==> src/rtl/sfe_pkg.sv <==
package sfe_pkg;
  typedef enum logic [2:0] {
    OP_FREAD  = 3'd0,
    OP_PROG   = 3'd1,
    OP_SERASE = 3'd2,
    OP_CERASE = 3'd3,
    OP_WREN   = 3'd4,
    OP_RDSR   = 3'd5,
    OP_WRSR   = 3'd6
  } op_e;

  function automatic logic [7:0] op_code(op_e o);
    case (o)
      OP_FREAD:  return 8'h0B;
      OP_PROG:   return 8'h02;
      OP_SERASE: return 8'h20;
      OP_CERASE: return 8'hC7;
      OP_WREN:   return 8'h06;
      OP_RDSR:   return 8'h05;
      OP_WRSR:   return 8'h01;
      default:   return 8'h00;
    endcase
  endfunction

  function automatic logic has_addr(op_e o);
    return (o == OP_FREAD) || (o == OP_PROG) || (o == OP_SERASE);
  endfunction

  function automatic logic op_reads(op_e o);
    return (o == OP_FREAD) || (o == OP_RDSR);
  endfunction

  function automatic logic op_writes(op_e o);
    return (o == OP_PROG) || (o == OP_WRSR);
  endfunction
endpackage

==> src/rtl/sfe_div.sv <==
module sfe_div #(
  parameter int DIV_W   = 7,
  parameter int DIV_MIN = 5
) (
  input  logic [DIV_W-1:0] div_n,
  output logic [DIV_W-1:0] hi_len,
  output logic [DIV_W-1:0] lo_len
);
  logic [DIV_W-1:0] n_eff;

  always_comb begin
    n_eff  = (div_n < DIV_W'(DIV_MIN)) ? DIV_W'(DIV_MIN) : div_n;
    hi_len = n_eff >> 1;
    lo_len = n_eff - hi_len;
  end
endmodule

==> src/rtl/sfe_bitio.sv <==
module sfe_bitio #(
  parameter int DIV_W = 7
) (
  input  logic             clk,
  input  logic             rst,
  input  logic             start,
  input  logic [7:0]       tx_byte,
  input  logic [DIV_W-1:0] hi_len,
  input  logic [DIV_W-1:0] lo_len,
  input  logic             miso,
  output logic             sck,
  output logic             mosi,
  output logic             last_edge,
  output logic [7:0]       rx_byte
);
  logic             active, phase_hi;
  logic [DIV_W-1:0] cnt;
  logic [2:0]       bitn;
  logic [7:0]       sh;

  assign last_edge = active && phase_hi && (cnt == hi_len - DIV_W'(1)) && (bitn == 3'd7);

  always_ff @(posedge clk) begin
    if (rst) begin
      active   <= 1'b0;
      phase_hi <= 1'b0;
      cnt      <= '0;
      bitn     <= '0;
      sh       <= '0;
      rx_byte  <= '0;
      sck      <= 1'b0;
      mosi     <= 1'b0;
    end else if (start) begin
      active   <= 1'b1;
      phase_hi <= 1'b0;
      cnt      <= '0;
      bitn     <= '0;
      sh       <= tx_byte;
      mosi     <= tx_byte[7];
      sck      <= 1'b0;
    end else if (active) begin
      if (!phase_hi) begin
        if (cnt == lo_len - DIV_W'(1)) begin
          sck      <= 1'b1;
          phase_hi <= 1'b1;
          cnt      <= '0;
          rx_byte  <= {rx_byte[6:0], miso};
        end else begin
          cnt <= cnt + DIV_W'(1);
        end
      end else if (cnt == hi_len - DIV_W'(1)) begin
        sck      <= 1'b0;
        phase_hi <= 1'b0;
        cnt      <= '0;
        if (bitn == 3'd7) begin
          active <= 1'b0;
        end else begin
          bitn <= bitn + 3'd1;
          sh   <= {sh[6:0], 1'b0};
          mosi <= sh[6];
        end
      end else begin
        cnt <= cnt + DIV_W'(1);
      end
    end
  end
endmodule

==> src/rtl/sflash_cmd_engine.sv <==
module sflash_cmd_engine
  import sfe_pkg::*;
#(
  parameter int LEN_W   = 12,
  parameter int DIV_W   = 7,
  parameter int DIV_MIN = 5,
  parameter int NCS     = 2,
  parameter int CSH_CYC = 40,
  parameter int PAGE    = 256,
  localparam int CS_W   = (NCS > 1) ? $clog2(NCS) : 1
) (
  input  logic             clk,
  input  logic             rst,
  input  logic             req_valid,
  input  logic [2:0]       req_op,
  input  logic [23:0]      req_addr,
  input  logic [LEN_W-1:0] req_len,
  input  logic [CS_W-1:0]  req_cs,
  input  logic [DIV_W-1:0] div_n,
  input  logic [7:0]       wr_data,
  output logic             wr_ready,
  output logic [7:0]       rd_data,
  output logic             rd_valid,
  output logic             busy,
  output logic             done,
  output logic             err,
  output logic             sck,
  output logic             mosi,
  output logic [NCS-1:0]   cs_n,
  input  logic             miso
);
  localparam int IDX_W  = LEN_W + 1;
  localparam int PAGE_W = $clog2(PAGE);
  localparam int G_W    = $clog2(CSH_CYC + 1);

  typedef enum logic [1:0] {S_IDLE, S_XFER, S_GAP} st_e;

  st_e              st;
  op_e              op_q;
  logic [23:0]      addr_q;
  logic [DIV_W-1:0] div_q, hi_len, lo_len;
  logic [IDX_W-1:0] idx, total, hdr, nxt_idx;
  logic [IDX_W-1:0] r_hdr, r_total;
  logic [G_W-1:0]   gcnt;
  logic [LEN_W:0]   page_end;
  logic [7:0]       nxt_byte, eng_tx, rx_byte;
  logic             req_bad, accept, more, last_edge, eng_start;
  op_e              r_op;

  // Request decode
  always_comb begin
    r_op     = op_e'(req_op);
    page_end = (LEN_W+1)'(req_addr[PAGE_W-1:0]) + (LEN_W+1)'(req_len);
    req_bad  = (req_op > 3'd6) ||
               ((r_op == OP_PROG) && ((req_len == '0) || (page_end > (LEN_W+1)'(PAGE))));
    r_hdr    = IDX_W'(1) + (has_addr(r_op) ? IDX_W'(3) : '0) +
               ((r_op == OP_FREAD) ? IDX_W'(1) : '0);
    if ((r_op == OP_FREAD) || (r_op == OP_PROG))    r_total = r_hdr + IDX_W'(req_len);
    else if ((r_op == OP_RDSR) || (r_op == OP_WRSR)) r_total = r_hdr + IDX_W'(1);
    else                                             r_total = r_hdr;
  end

  assign accept  = (st == S_IDLE) && req_valid && !req_bad;
  assign nxt_idx = idx + IDX_W'(1);
  assign more    = nxt_idx < total;

  // Next byte on the wire
  always_comb begin
    nxt_byte = 8'h00;
    if (nxt_idx < hdr) begin
      if (has_addr(op_q) && (nxt_idx <= IDX_W'(3))) begin
        case (nxt_idx[1:0])
          2'd1:    nxt_byte = addr_q[23:16];
          2'd2:    nxt_byte = addr_q[15:8];
          default: nxt_byte = addr_q[7:0];
        endcase
      end
    end else if (op_writes(op_q)) begin
      nxt_byte = wr_data;
    end
  end

  assign eng_tx    = (st == S_IDLE) ? op_code(r_op) : nxt_byte;
  assign eng_start = accept || (last_edge && more);
  assign wr_ready  = last_edge && more && (nxt_idx >= hdr) && op_writes(op_q);

  sfe_div #(.DIV_W(DIV_W), .DIV_MIN(DIV_MIN)) u_div (
    .div_n (div_q),
    .hi_len(hi_len),
    .lo_len(lo_len)
  );

  sfe_bitio #(.DIV_W(DIV_W)) u_bitio (
    .clk      (clk),
    .rst      (rst),
    .start    (eng_start),
    .tx_byte  (eng_tx),
    .hi_len   (hi_len),
    .lo_len   (lo_len),
    .miso     (miso),
    .sck      (sck),
    .mosi     (mosi),
    .last_edge(last_edge),
    .rx_byte  (rx_byte)
  );

  always_ff @(posedge clk) begin
    if (rst) begin
      st       <= S_IDLE;
      op_q     <= OP_WREN;
      addr_q   <= '0;
      div_q    <= DIV_W'(DIV_MIN);
      idx      <= '0;
      total    <= '0;
      hdr      <= '0;
      gcnt     <= '0;
      cs_n     <= '1;
      busy     <= 1'b0;
      done     <= 1'b0;
      err      <= 1'b0;
      rd_valid <= 1'b0;
      rd_data  <= '0;
    end else begin
      done     <= 1'b0;
      err      <= 1'b0;
      rd_valid <= 1'b0;
      case (st)
        S_IDLE: begin
          if (req_valid) begin
            if (req_bad) begin
              err <= 1'b1;
            end else begin
              st     <= S_XFER;
              busy   <= 1'b1;
              cs_n   <= ~(NCS'(1) << req_cs);
              op_q   <= r_op;
              addr_q <= req_addr;
              div_q  <= div_n;
              idx    <= '0;
              total  <= r_total;
              hdr    <= r_hdr;
            end
          end
        end
        S_XFER: begin
          if (last_edge) begin
            rd_valid <= op_reads(op_q) && (idx >= hdr);
            rd_data  <= rx_byte;
            if (more) begin
              idx <= nxt_idx;
            end else begin
              cs_n <= '1;
              gcnt <= '0;
              st   <= S_GAP;
            end
          end
        end
        default: begin
          if (gcnt == G_W'(CSH_CYC - 1)) begin
            st   <= S_IDLE;
            busy <= 1'b0;
            done <= 1'b1;
          end else begin
            gcnt <= gcnt + G_W'(1);
          end
        end
      endcase
    end
  end
endmodule

==> config.mk <==
export PLATFORM = sky130hd
export DESIGN_NAME = sflash_cmd_engine
export DESIGN_NICKNAME = d
export VERILOG_FILES = /design/src/rtl/sfe_pkg.sv /design/src/rtl/sfe_div.sv /design/src/rtl/sfe_bitio.sv /design/src/rtl/sflash_cmd_engine.sv
export SDC_FILE = /design/constraint.sdc
export NUM_CORES = 1
export LEC_CHECK = 0
export ABC_AREA = 1
export ABC_CLOCK_PERIOD_IN_PS = 3700
export BUFFER_PORTS_ARGS = -buffer_cell sky130_fd_sc_hd__buf_2
export CAP_MARGIN = 20
export CORE_UTILIZATION = 50
export CTS_CLUSTER_SIZE = 25
export DETAILED_ROUTE_END_ITERATION = 7
export HOLD_SLACK_MARGIN = 0.1
export PLACE_DENSITY = 0.66
export SLEW_MARGIN = 20
export SYNTH_ARGS = -nofsm -noshare
export SYNTH_HDL_FRONTEND = slang
export SYNTH_SLANG_ARGS = --single-unit
==> constraint.sdc <==
create_clock -name clk -period 3.7 [get_ports clk]
set_clock_uncertainty 0.15 [all_clocks]
set_input_delay 0.37 -clock clk [delete_from_list [all_inputs] [get_ports clk]]
set_output_delay 0.37 -clock clk [all_outputs]
set_load 0.01 [all_outputs]
==> results.yml <==
setup_path:
  cp_data_arrival_time_ps: 3070
  critical_path_class: "register to output pin"
  startpoint: "div_q[5]$_SDFFE_PP0P_"
  crit_path_capture_type: "output pin"
  r2r-start: "div_q[6]$_SDFFE_PP0P_"
  worstSetupStartpointType: "register"
  critPathRequiredTime_ps: 3180
  cp_max_fo: 5
synth:
  synth.area.mux_share: 0
  synth-simple-area-share: 0.3341
  seq_cells_post_synth: 114
  yosysUniqueCellTypes: 45
  synth_xor_xnor_area_share: 0.02836
  ys_warn_count: 0
  synth_compound_gate_area_share: 0.1361
  ys.flop_type: "dfxtp_1"
  mappedNetlistNets: 1290
  synth-async-reset-ratio: 0
  synth_enable_flop_cells: 0
  avgSynthCellArea_um2: 6.571
  largest_family_of_logic_cells_by_synthesized_area: "simple AND/OR/NAND/NOR gates"
  synthAdderAreaFrac: 0.09366
  instance_count_of_the_mapped_netlist: 1175
  ys_seq_area_frac: 0.2956
  post_synthesis_cell_area_um2: 7721
grt:
  first_pass_grt_wire_length_um: 34130
  maximum_number_of_pins_on_one_net_before_global_route_repair: 55
  antenna_violations_before_repair: 0
  first_global_vias: 7254
  grt_overflow_total: 0
  global_route.usage.total: 0.2677
clock_tree:
  cts_root_buf: "clkbuf_16"
  cts_sinks: 114
  clkSlewWorstSetupHoldPaths_ps: 60
  cts_tree: "done"
  clkLatencyLatePin_ps: 420
  tritoncts.num_buffers: 17
  cts_buffer_depth: 2
  h-tree-depth: 4
layout:
  num-nets-final: 1390
  n_antenna_cell: 0
  most-common-layout-cells: "254 x nand2_1, 157 x inv_1, 120 x nand3_1"
  design_area_um2: 9211
  drive_above_1_share: 0.1553
  layout_commonest_cell: "nand2_1"
  areaGrowthSynthToFinish_pct: 19.30
pwr:
  leakagePower_nw: 4.347
  p_per_area_nw_per_um2: 547.7
  vdd_ir_drop_max_uv: 339.8
sta:
  worstMarginPinSlew_ps: 623.2
  max_freq_mhz: 278.8
  final_period_util: 0.9695
  setup_slack_ps: 112.8
  finalSetupViolCount: 0
  period_needed_ps: 3587
  final-max-slew-violation-count: 0
  final_hold_violations: 0
  max-slew-margin-rel: 0.5738
flow_run:
  drv_cap: 0
placement:
  placer_congestion_estimate: 0.8994
  numPortBuffers: 75
  dp_hpwl_um: 15140
  detailedPlace.worstSlack_ps: 88.96
  placed_instance_area_um2: 8294
routing:
  finalWirelength_um: 20910
  drt.antenna.violating_nets: 0
  detailedRoute.firstPassIterationCount: 5
  detailedRoute.firstIterationViolations: 519
  detail_route.wl_per_cell_um: 14.17
  avgViaCountPerCell: 5.298
  dr_total_vias: 7820
  drc: 0
worst_hold_path:
  holdCritPathClass: "primary input to register"
  hold_path_startpoint: "req_addr[13]"
floorplan:
  chipHeight_um: 126.3
  ios: 76
  row_count: 45
  floorplan.initialDensity: 0.5098
  floorplan.die_area_um2: 15940
  core_um2: 15150
  die_w_um: 126.3
status:
  outcome: "completed"
-- per-layer routing --
layer / vias up / part of all wire / global-route usage
li1: 4054 / - / -
met1: 3536 / 0.45 / 0.3346
met2: 194 / 0.48 / 0.4647
met3: 36 / 0.042 / 0.03866
met4: 0 / 0.023 / 0.1013
met5: - / 0 / 0
-- worst max-delay path, cell delays in order (launching register included) --
cell and delay [ps]:
dfxtp_2 350, inv_2 40, ha_2 180, inv_2 60, nor2_4 40, buf_4 130, nor2_4 160, ha_4 150
inv_1 50, nand2_2 100, nand2_1 60, nand2_1 60, nand2_1 90, a21oi_2 160, nand3_2 110, nor3_4 170
nand3_2 130, nor2_4 140, nand2_4 80, a211oi_2 170, buf_2 180
-- metrics by stage --
stage	power [mW]	instances	hold WS, ps	TNS [ps]	util
finish	5.045	1476	101.7	0	0.6082
global route	5.384	1476	123.7	-44.21	0.6082
CTS	4.997	1466	100.5	0	0.5993
detailed placement	3.356	1416	295.4	0	0.5476
global placement	3.331	1416	291.6	0	0.5476
floorplan	2.895	1175	274.5	0	-
-- cell usage after synthesis, drive strengths merged (7+ instances only) --
| library cell | instances | share of area |
|---|---|---|
| nand2 | 268 | 0.14 |
| inv | 164 | 0.080 |
| nand3 | 128 | 0.088 |
| a21oi | 115 | 0.075 |
| dfxtp | 114 | 0.30 |
| nor2 | 102 | 0.053 |
| o21ai | 65 | 0.043 |
| ha | 53 | 0.086 |
| nand4 | 30 | 0.024 |
| buf | 23 | 0.020 |
| nor3 | 22 | 0.017 |
| xor2 | 20 | 0.023 |
| clkbuf | 18 | 0.0089 |
| nor4 | 8 | 0.0065 |
| or2 | 8 | 0.0065 |
| o22ai | 7 | 0.0057 |
-- where the power goes --
group	total [mW]	switching (mW)	internal, mW
Clock	1.61	0.668	0.941
Sequential	1.53	0.104	1.42
Combinational	1.91	1.22	0.688
Total	5.04	1.99	3.05
-- layout make-up --
| class | count | area (µm²) |
|---|---|---|
| Fill cell | 1508 | 5934 |
| Inverter | 168 | 630.6 |
| Clock buffer | 17 | 425.4 |
| Tap cell | 188 | 235.2 |
| Clock inverter | 15 | 148.9 |
| Sequential cell | 114 | 2287 |
| Timing Repair Buffer | 122 | 808.3 |
| Multi-Input combinational cell | 852 | 4676 |
-- kinds of logic after synthesis --
logic type | Yosys count
DFF | 114
buffers and inverters | 210
AOI/OAI and AO/OA | 200
and+or+nand+nor | 570
xor gates and xnor gates | 25
adders and majority gates | 56
-- sequential cells by signal, indices dropped and copies added (netlist names), 2 cells and up --
signal	cells
addr_q	24
cs_n	2
div_q	7
gcnt	6
hdr	3
idx	13
op_q	3
rd_data	8
st	2
total	13
u_bitio.bitn	3
u_bitio.cnt	7
u_bitio.rx_byte	8
u_bitio.sh	7
-- timing repair --
| item | CTS | global route |
|---|---|---|
| cloned | 0 | 1 |
| setup buffers | 1 | 9 |
| hold endpoints to repair | 17 | 0 |
| endpoints found under the setup margin | 1 | 10 |
| gates resized for setup | 10 | 17 |
| pin swaps | 0 | 3 |
| hold buffers | 17 | 0 |
-- final timing paths --
| check | slack, ps | to | depth (start not counted) |
|---|---|---|---|
| worst max-delay path | 110 | wr_ready | 20 |
| worst min-delay path | 100 | addr_q[13]$_SDFFE_PP0P_ | 3 |
| worst max register to register | 380 | u_bitio.rx_byte[6]$_SDFFE_PP0P_ | 24 |
| worst min register to register | 300 | addr_q[17]$_SDFFE_PP0P_ | 2 |
Power figures use the tool's default switching activity.
